<file path="src/rtl/vec_intc_pkg.sv">
package vec_intc_pkg;

   localparam int unsigned BUS_ADDR_W = 8;
   localparam int unsigned BUS_DATA_W = 32;
   localparam int unsigned TRAP_W     = 8;

   // software-visible byte offsets
   localparam logic [BUS_ADDR_W-1:0] OFS_SHAPE = 8'h44;
   localparam logic [BUS_ADDR_W-1:0] OFS_PEND  = 8'h48;
   localparam logic [BUS_ADDR_W-1:0] OFS_MASK  = 8'h4C;
   localparam logic [BUS_ADDR_W-1:0] OFS_CLEAR = 8'h50;
   localparam logic [BUS_ADDR_W-1:0] OFS_FORCE = 8'h54;
   localparam logic [BUS_ADDR_W-1:0] OFS_TEST  = 8'hD0;

   // one-hot style write decode
   typedef struct packed {
      logic shape;
      logic mask;
      logic clear;
      logic force_set;
      logic test;
   } wr_dec_t;

endpackage

</file>
<file path="src/rtl/vec_intc_capture.sv">
module vec_intc_capture #(
   parameter int unsigned NUM_SRC = 15
) (
   input  logic               clk,
   input  logic               rst_n,
   input  logic [NUM_SRC:1]   req_in,
   input  logic [NUM_SRC:1]   edge_sel,
   output logic [NUM_SRC:1]   hit
);

   logic [NUM_SRC:1] req_prev;

   always_ff @(posedge clk or negedge rst_n) begin
      if (!rst_n) req_prev <= '0;
      else        req_prev <= req_in;
   end

   // per source: rising edge or plain level qualifies the request
   generate
      for (genvar n = 1; n <= NUM_SRC; n++) begin : g_src
         assign hit[n] = edge_sel[n] ? (req_in[n] & ~req_prev[n]) : req_in[n];
      end
   endgenerate

endmodule

</file>
<file path="src/rtl/vec_intc_regs.sv">
module vec_intc_regs
   import vec_intc_pkg::*;
#(
   parameter int unsigned NUM_SRC     = 15,
   parameter int unsigned LVL_W       = 4,
   parameter int unsigned TEST_EN_BIT = 19
) (
   input  logic                   clk,
   input  logic                   rst_n,
   input  logic [BUS_ADDR_W-1:0]  bus_addr,
   input  logic                   bus_wr,
   input  logic [BUS_DATA_W-1:0]  bus_wdata,
   output logic [BUS_DATA_W-1:0]  bus_rdata,
   input  logic [NUM_SRC:1]       hit,
   input  logic                   ack_valid,
   input  logic [LVL_W-1:0]       ack_level,
   output logic [NUM_SRC:1]       shape_q,
   output logic [NUM_SRC:1]       mask_q,
   output logic [NUM_SRC:1]       pend_q,
   output logic                   test_en
);

   localparam int unsigned PAD_W = BUS_DATA_W - NUM_SRC - 1;

   wr_dec_t                 dec;
   logic [BUS_DATA_W-1:0]   test_q;
   logic [NUM_SRC:1]        ack_hot;
   logic [NUM_SRC:1]        set_vec;
   logic [NUM_SRC:1]        clr_vec;
   logic [NUM_SRC:1]        wsrc;

   assign wsrc = bus_wdata[NUM_SRC:1];

   always_comb begin
      dec           = '0;
      dec.shape     = bus_wr && (bus_addr == OFS_SHAPE);
      dec.mask      = bus_wr && (bus_addr == OFS_MASK);
      dec.clear     = bus_wr && (bus_addr == OFS_CLEAR);
      dec.force_set = bus_wr && (bus_addr == OFS_FORCE);
      dec.test      = bus_wr && (bus_addr == OFS_TEST);
   end

   assign test_en = test_q[TEST_EN_BIT];

   generate
      for (genvar n = 1; n <= NUM_SRC; n++) begin : g_ack
         assign ack_hot[n] = ack_valid && (ack_level == LVL_W'(n));
      end
   endgenerate

   assign set_vec = hit | ((dec.force_set && test_en) ? wsrc : '0);
   assign clr_vec = ack_hot | (dec.clear ? wsrc : '0);

   always_ff @(posedge clk or negedge rst_n) begin
      if (!rst_n) begin
         shape_q <= '0;
         mask_q  <= '1;
         pend_q  <= '0;
         test_q  <= '0;
      end else begin
         if (dec.shape) shape_q <= wsrc;
         if (dec.mask)  mask_q  <= wsrc;
         if (dec.test)  test_q  <= bus_wdata;
         pend_q <= (pend_q & ~clr_vec) | set_vec;
      end
   end

   always_comb begin
      case (bus_addr)
         OFS_SHAPE: bus_rdata = {{PAD_W{1'b0}}, shape_q, 1'b0};
         OFS_PEND:  bus_rdata = {{PAD_W{1'b0}}, pend_q, 1'b0};
         OFS_MASK:  bus_rdata = {{PAD_W{1'b0}}, mask_q, 1'b0};
         OFS_TEST:  bus_rdata = test_q;
         default:   bus_rdata = '0;
      endcase
   end

endmodule

</file>
<file path="src/rtl/vec_intc_prio.sv">
module vec_intc_prio
   import vec_intc_pkg::*;
#(
   parameter int unsigned NUM_SRC   = 15,
   parameter int unsigned LVL_W     = 4,
   parameter logic [TRAP_W-1:0] TRAP_BASE = 8'h10
) (
   input  logic [NUM_SRC:1]     active,
   output logic [LVL_W-1:0]     level,
   output logic [TRAP_W-1:0]    trap
);

   // ascending scan: the last qualifying (highest) source wins
   always_comb begin
      level = '0;
      for (int n = 1; n <= NUM_SRC; n++) begin
         if (active[n]) level = LVL_W'(n);
      end
   end

   assign trap = (level == '0) ? '0 : (TRAP_BASE + TRAP_W'(level));

endmodule

</file>
<file path="src/rtl/vec_intc.sv">
module vec_intc
   import vec_intc_pkg::*;
#(
   parameter int unsigned       NUM_SRC     = 15,
   parameter int unsigned       TEST_EN_BIT = 19,
   parameter logic [TRAP_W-1:0] TRAP_BASE   = 8'h10,
   localparam int unsigned      LVL_W       = $clog2(NUM_SRC + 1)
) (
   input  logic                   clk,
   input  logic                   rst_n,
   input  logic [BUS_ADDR_W-1:0]  bus_addr,
   input  logic                   bus_wr,
   input  logic [BUS_DATA_W-1:0]  bus_wdata,
   output logic [BUS_DATA_W-1:0]  bus_rdata,
   input  logic [NUM_SRC:1]       req_in,
   input  logic                   ack_valid,
   input  logic [LVL_W-1:0]       ack_level,
   output logic [LVL_W-1:0]       irq_level,
   output logic [TRAP_W-1:0]      trap_type
);

   generate
      if (NUM_SRC < 1 || NUM_SRC > 15) begin : g_bad_src
         $error("vec_intc: NUM_SRC must lie in 1..15");
      end
      if (TEST_EN_BIT >= BUS_DATA_W) begin : g_bad_test
         $error("vec_intc: TEST_EN_BIT outside the data word");
      end
      if (TRAP_BASE[3:0] != 4'h0) begin : g_bad_base
         $error("vec_intc: TRAP_BASE low nibble must be zero");
      end
   endgenerate

   logic [NUM_SRC:1] hit;
   logic [NUM_SRC:1] shape_q;
   logic [NUM_SRC:1] mask_q;
   logic [NUM_SRC:1] pend_q;
   logic             test_en;
   logic [NUM_SRC:0] pend_vec;
   logic [NUM_SRC:0] mask_vec;

   assign pend_vec = {pend_q, 1'b0};
   assign mask_vec = {mask_q, 1'b0};

   vec_intc_capture #(.NUM_SRC(NUM_SRC)) u_capture (
      .clk      (clk),
      .rst_n    (rst_n),
      .req_in   (req_in),
      .edge_sel (shape_q),
      .hit      (hit)
   );

   vec_intc_regs #(
      .NUM_SRC     (NUM_SRC),
      .LVL_W       (LVL_W),
      .TEST_EN_BIT (TEST_EN_BIT)
   ) u_regs (
      .clk       (clk),
      .rst_n     (rst_n),
      .bus_addr  (bus_addr),
      .bus_wr    (bus_wr),
      .bus_wdata (bus_wdata),
      .bus_rdata (bus_rdata),
      .hit       (hit),
      .ack_valid (ack_valid),
      .ack_level (ack_level),
      .shape_q   (shape_q),
      .mask_q    (mask_q),
      .pend_q    (pend_q),
      .test_en   (test_en)
   );

   vec_intc_prio #(
      .NUM_SRC   (NUM_SRC),
      .LVL_W     (LVL_W),
      .TRAP_BASE (TRAP_BASE)
   ) u_prio (
      .active (pend_q & ~mask_q),
      .level  (irq_level),
      .trap   (trap_type)
   );

endmodule

</file>
<file path="config.mk">
export PLATFORM = sky130hd
export DESIGN_NAME = vec_intc
export DESIGN_NICKNAME = d
export VERILOG_FILES = /design/src/rtl/vec_intc_pkg.sv /design/src/rtl/vec_intc_capture.sv /design/src/rtl/vec_intc_regs.sv /design/src/rtl/vec_intc_prio.sv /design/src/rtl/vec_intc.sv
export SDC_FILE = /design/constraint.sdc
export NUM_CORES = 1
export LEC_CHECK = 0
export ABC_AREA = 1
export BUFFER_PORTS_ARGS = -buffer_cell sky130_fd_sc_hd__buf_2
export CAP_MARGIN = 20
export CELL_PAD_IN_SITES_DETAIL_PLACEMENT = 0
export CELL_PAD_IN_SITES_GLOBAL_PLACEMENT = 1
export CORE_MARGIN = 3
export CORE_UTILIZATION = 25
export CTS_CLUSTER_DIAMETER = 80
export CTS_CLUSTER_SIZE = 20
export DETAILED_ROUTE_END_ITERATION = 6
export GPL_TIMING_DRIVEN = 0
export PLACE_DENSITY = 0.66
export SLEW_MARGIN = 10
export SYNTH_ARGS = -nofsm -noshare
export SYNTH_HDL_FRONTEND = slang
export SYNTH_SLANG_ARGS = --single-unit
</file>
<file path="constraint.sdc">
create_clock -name clk -period 2.1 [get_ports clk]
set_input_delay 0.42 -clock clk [delete_from_list [all_inputs] [get_ports clk]]
set_output_delay 0.42 -clock clk [all_outputs]
set_load 0.05 [all_outputs]
</file>
==> flow_summary.json, run 1 <==
{
  "status": "complete, but fails checks",
  "violations": "setup timing",
  "drv_slew": 0,
  "synth_compound_area_share_pct": 15.6,
  "synthSimpleGateAreaFrac_pct": 22.9,
  "drtPass1Iterations": 5,
  "async_flop_share_pct": 100,
  "vdd_drop_max_uv": 348,
  "route.met2.wl_um": 7820,
  "clock.fmax_mhz": 409,
  "post-route-cell-area_um2": 6530,
  "crit_required_ns": 1.68,
  "numCtsBuffers": 9,
  "drt-initial-drc-count": 236,
  "place_congestion": 0.793,
  "remaining_drc_errors": 0,
  "relSlewSlack_pct": 57.0,
  "wl_met3_um": 667,
  "dieArea_um2": 19100,
  "via_per_inst": 4.72,
  "clkLatencyLatePin_ns": 0.35,
  "critical_path_class": "reg2out",
  "cts.sinks": 92,
  "grt_pass1_wl_um": 24200,
  "layout_commonest_cell": "nand2_1",
  "critical_path_arrival_ns": 2.03,
  "synth_ff_type": "dfrtp_1",
  "synth.area.mux_share_pct": 0,
  "finalCriticalPeriod_ns": 2.45,
  "die_h_um": 138,
  "syn_avg_cell_area_um2": 8.26,
  "die_x_um": 138,
  "finalCritPeriodShare_pct": 117,
  "power_density_nw_per_um2": 594,
  "core_um2": 16800,
  "antenna_found_initial": 0,
  "ys_seq_area_share_pct": 53.1,
  "crit_fanout": 2,
  "tightest_slew_ns": 0.645,
  "htreeDepth": 3,
  "vias": 4266,
  "synth_fa_ha_area_share_pct": 0,
  "clk_pin_slew_worst_paths_ns": 0.07,
  "whs_ns": 0.0806,
  "grt_pass1_vias": 4332,
  "antennaDiodeCount": 0,
  "rsz0062_at_grt": "true",
  "hold_class": "in2async",
  "drv_cap": 0,
  "clockRootBuffer": "clkbuf_16",
  "ant_nets": 0,
  "cts_tree": "built",
  "dp_hpwl_um": 10700,
  "synth_seq_cells": 92,
  "totalWireLength_um": 15500,
  "cp-start-kind": "flip-flop",
  "grt_max_degree": 49,
  "nNetsFinal": 742,
  "wl_met1_um": 6670,
  "synth_enable_flop_cells": 0,
  "post_drt_wl_per_cell_um": 17.1,
  "synth_top_family_by_area": "simple AND/OR/NAND/NOR gates",
  "p_leak_nw": 3.06,
  "end_kind": "output pin",
  "hold_viol": 0,
  "layout_setup_ws_ns": -0.347,
  "syn_area_um2": 4370,
  "grtUsageTotal_pct": 16.2,
  "final_util_pct": 38.8,
  "initial_core_util_pct": 26.0,
  "syn_inst": 529,
  "synth_warnings": 0,
  "finClkSkew_ns": 0.00900,
  "num_rows": 47,
  "grt.overflow.total": 0,
  "area_delta_synth_final_pct": 49.5,
  "synth-xor-area-share_pct": 0,
  "postPlaceCellArea_um2": 5240,
  "io_buffers": 103,
  "drive_gt1_share_pct": 40.6,
  "clockBufferDepth": 2,
  "setup_viol": 19,
  "final_cell_mix": "nand2_1, buf_2, dfrtp_1, inv_1, nor2_1",
  "top_layer_used": "met4",
  "hold_buffers": 0,
  "io_pins": 107,
  "yosys.cell_types.count": 30
}
==> timing repair <==
item,CTS,global route
cloned,3,0
pin swaps,16,24
gates resized for setup,127,50
setup buffers,17,13
endpoints found under the setup margin,34,37
==> registers in the layout, indices dropped and copies added, names as in the netlist <==
signal,cells
u_regs.pend_q,15
u_capture.req_prev,15
u_regs.mask_q,15
u_regs.test_q,32
u_regs.shape_q,15
==> worst paths after layout <==
kind,startpoint,endpoint,slack (ns),cells past startpoint
worst max-delay path,u_regs.mask_q[6],trap_type[4],-0.35,10
worst min-delay path,rst_n,u_regs.pend_q[1],0.08,1
worst max register to register,u_regs.test_q[19],u_regs.pend_q[11],0.80,3
worst min register to register,u_regs.mask_q[14],u_regs.mask_q[14],0.48,2
max in group asynchronous,rst_n,u_regs.mask_q[10],1.30,2
min in group clk,req_in[7],u_capture.req_prev[7],0.18,1
==> Yosys cell counts (5+ instances only) <==
cell type,count,area (um2)
nor3_1,5,25.0
o21ai_0,20,100
nand3_1,8,40.0
dfstp_2,15,394
dfrtp_1,77,1930
nor2_1,45,169
o2111ai_1,15,131
nand2_1,170,638
clkbuf_1,5,18.8
buf_2,12,60.1
o221ai_1,5,43.8
a21oi_1,18,90.1
inv_1,60,225
o21ai_1,30,150
o211ai_1,22,165
==> through the flow <==
stage / setup TNS, ns / std cells / setup WS (ns) / total power [mW]
global route: -3.73 / 904 / -0.497 / 4.04
finish: -2.21 / 904 / -0.347 / 3.88
floorplan: -3.39 / 531 / -0.290 / 2.10
detailed placement: -12.67 / 855 / -0.775 / 2.27
global placement: -31.42 / 854 / -0.763 / 2.25
CTS: -2.45 / 891 / -0.320 / 3.88
==> per-layer routing <==
| layer | up-vias | track usage (%) |
|---|---|---|
| met1 | 2111 | 21.3 |
| li1 | 2027 | - |
| met2 | 105 | 27.1 |
| met5 | - | 0 |
| met4 | 0 | 5.82 |
| met3 | 23 | 2.69 |
==> layout make-up <==
cell class	instances	area, um2
Tap cell	220	275
Sequential cell	92	2320
Multi-Input combinational cell	353	2120
Buffer	22	191
Timing Repair Buffer	137	1090
Fill cell	1772	10300
Inverter	64	255
Clock inverter	2	12.5
Clock buffer	14	264
==> worst max-delay path: stages, from the launching register on <==
cell and delay (ns):
dfstp_2 0.53, inv_1 0.08, nand2_2 0.09, nand2_1 0.09
nor2_1 0.13, nor2_1 0.06, nor2_2 0.17, o21ai_4 0.09
nor3_4 0.16, nand3_2 0.10, buf_6 0.17
==> logic make-up (layout without fill, tap and decap cells) <==
family / after synthesis / in the layout
buffers and inverters: 86 / 239
AO/OA/AOI/OAI: 110 / 110
AND/OR/NAND/NOR: 240 / 240
flip-flops: 92 / 92
other: 1 / 3
==> power breakdown <==
part | total, mW | leakage (nW) | switching, mW | internal (mW)
registers | 1.91 | 1.03 | 0.0445 | 1.86
clock network | 1.57 | 0.133 | 0.707 | 0.868
logic | 0.402 | 1.90 | 0.251 | 0.151
Note: power is estimated with default switching activity, not from simulation.
==> inputs of run 2 (changes only) <==
--- a/config.mk
+++ b/config.mk
@@ -17,6 +17,7 @@
 export DETAILED_ROUTE_END_ITERATION = 6
 export GPL_TIMING_DRIVEN = 0
 export PLACE_DENSITY = 0.66
+export SKIP_LAST_GASP = 1
 export SLEW_MARGIN = 10
 export SYNTH_ARGS = -nofsm -noshare
 export SYNTH_HDL_FRONTEND = slang
==> run 2 against run 1 <==
  * The run still ends with setup timing left
  * Setup slack got worse by 0.0052 ns
  * Clock power about the same
  * Combinational power about the same
  * Non-clock buffer count grew 1
  * Global-route usage hardly changed
  * Flip-flop and latch count did not move
  * Critical endpoint unchanged
==> flow_summary.json, run 2 (synthesis gave the netlist of run 1 again) <==
{
  "finalCritPeriodShare_pct": 117,
  "final_cells": 905,
  "violations": "setup timing",
  "p_leak_nw": 3.08,
  "place_congestion": 0.793,
  "nNetsFinal": 743,
  "vias": 4271,
  "post-route-cell-area_um2": 6580,
  "layout_setup_ws_ns": -0.352,
  "layout_commonest_cell": "nand2_1",
  "relSlewSlack_pct": 56.7,
  "crit_required_ns": 1.68,
  "critical_path_arrival_ns": 2.03,
  "postPlaceCellArea_um2": 5240,
  "clk_pin_slew_worst_paths_ns": 0.07,
  "vdd_drop_max_uv": 347,
  "numCtsBuffers": 9,
  "drive_gt1_share_pct": 41.2,
  "finClkSkew_ns": 0.00795,
  "dp_hpwl_um": 10700,
  "endpoint": "trap_type[4]",
  "clock.fmax_mhz": 408,
  "remaining_drc_errors": 0,
  "area_delta_synth_final_pct": 50.7,
  "core_um2": 16800,
  "io_buffers": 103,
  "final_cell_mix": "nand2_1, buf_2, dfrtp_1, inv_1, nor2_1",
  "cts_tree": "built",
  "critical_path_class": "reg2out",
  "grt_pass1_wl_um": 24300,
  "htreeDepth": 3,
  "dp.cells": 855,
  "p_seq_share_pct": 49.2,
  "initial_core_util_pct": 26.0,
  "power_density_nw_per_um2": 588,
  "num_rows": 47,
  "drtPass1Iterations": 5,
  "clkLatencyLatePin_ns": 0.35,
  "drt-initial-drc-count": 234,
  "setup_viol": 21,
  "p_sw_mw": 0.996,
  "r2r_start": "u_regs.test_q[19]",
  "post_drt_wl_per_cell_um": 17.1,
  "totalWireLength_um": 15500,
  "ff2ff_setup_slack_ns": 0.78,
  "tightest_slew_ns": 0.650,
  "final_util_pct": 39.1,
  "drv_cap": 0,
  "grtUsageTotal_pct": 16.2,
  "largest_reg_flops": 32,
  "multi_input_area_um2": 2140,
  "hold_buffers": 0,
  "seq_area_um2": 2320,
  "intPower_mw": 2.88,
  "grt_max_degree": 49,
  "cp-start-kind": "flip-flop",
  "hold_class": "in2async",
  "r2r_cells": 3,
  "drv_slew": 0,
  "top_register": "u_regs.test_q",
  "finalCriticalPeriod_ns": 2.45,
  "die_h_um": 138,
  "hold_viol": 0,
  "clockPowerShare_pct": 40.5,
  "r2r_end": "u_regs.pend_q[3]",
  "critPathLaunch": "u_regs.mask_q[7]",
  "combPwrFrac_pct": 10.3,
  "switching_share_pct": 25.7,
  "antennaDiodeCount": 0,
  "via_per_inst": 4.72,
  "fill_cells": 1769,
  "crit_fanout": 3,
  "ant_nets": 0,
  "clockBufferDepth": 2,
  "status": "complete, but fails checks",
  "antenna_found_initial": 0,
  "rsz0062_at_grt": "true",
  "grt.overflow.total": 0,
  "grt_pass1_vias": 4334,
  "die_x_um": 138,
  "cts.sinks": 92,
  "io_pins": 107,
  "clockRootBuffer": "clkbuf_16",
  "dieArea_um2": 19100,
  "timing.setup.tns_ns": -2.41,
  "end_kind": "output pin"
}
-- run 2: layout make-up --
cell class / instances / share of cell area (%)
multi-input combinational: 353 / 32.4
sequential: 92 / 35.3
clock buffer: 14 / 4.01
timing repair buffer: 138 / 17.0
buffer: 22 / 2.96
clock inverter: 2 / 0.190
inverter: 64 / 3.91
tap: 220 / 4.18
-- run 2: per-layer routing --
| layer | global-route usage (%) | routed length (um) | up-vias | part of all wire (%) |
|---|---|---|---|---|
| li1 | - | - | 2030 | - |
| met1 | 21.3 | 6650 | 2100 | 43 |
| met2 | 27.1 | 7850 | 118 | 51 |
| met3 | 2.69 | 662 | 23 | 4.3 |
| met4 | 5.82 | 339 | 0 | 2.2 |
| met5 | 0 | 0 | - | 0 |
-- run 2: power groups by stage --
| stage | sequential [mW] | clock, mW | combinational (mW) |
|---|---|---|---|
| after floorplan | 1.92 | 0 | 0.178 |
| after global placement | 1.93 | 0 | 0.324 |
| after detailed placement | 1.93 | 0 | 0.340 |
| after CTS | 1.90 | 1.60 | 0.375 |
| after global routing | 1.91 | 1.68 | 0.449 |
| final | 1.91 | 1.57 | 0.399 |
-- run 2: how the worst min path moves through the flow --
stage / from / to / slack, ns / depth (start not counted)
after floorplan: rst_n / u_capture.req_prev[10] / 0.12 / 0
after CTS: rst_n / u_regs.test_q[27] / 0.10 / 1
after global routing: rst_n / u_regs.test_q[27] / 0.13 / 1
final: rst_n / u_regs.pend_q[1] / 0.09 / 1
after global placement: u_regs.mask_q[3] / u_regs.mask_q[3] / 0.46 / 2
after detailed placement: u_regs.mask_q[12] / u_regs.mask_q[12] / 0.47 / 2
-- run 2: metrics by stage --
step	power (mW)	setup WS (ns)	hold slack, ns
3_3_place_gp	2.25	-0.763	0.461
4_1_cts	3.87	-0.320	0.101
2_1_floorplan	2.10	-0.290	0.124
3_5_place_dp	2.27	-0.775	0.466
6_report	3.87	-0.352	0.0875
5_1_grt	4.04	-0.498	0.127
-- run 2: critical path: stages (launching register included) --
cell     delay [ns]
dfstp_2        0.57
or2_2          0.14
nand2_1        0.09
nor2_1         0.13
nor2_1         0.06
nor2_2         0.17
o21ai_4        0.09
nor3_4         0.16
nand3_2        0.10
buf_6          0.17
-- run 2: what timing repair did --
item | in CTS | in global routing
setup buffers | 17 | 14
resized for setup | 119 | 70
cloned | 3 | 1
pin swaps | 15 | 19
endpoints found under the setup margin | 34 | 37
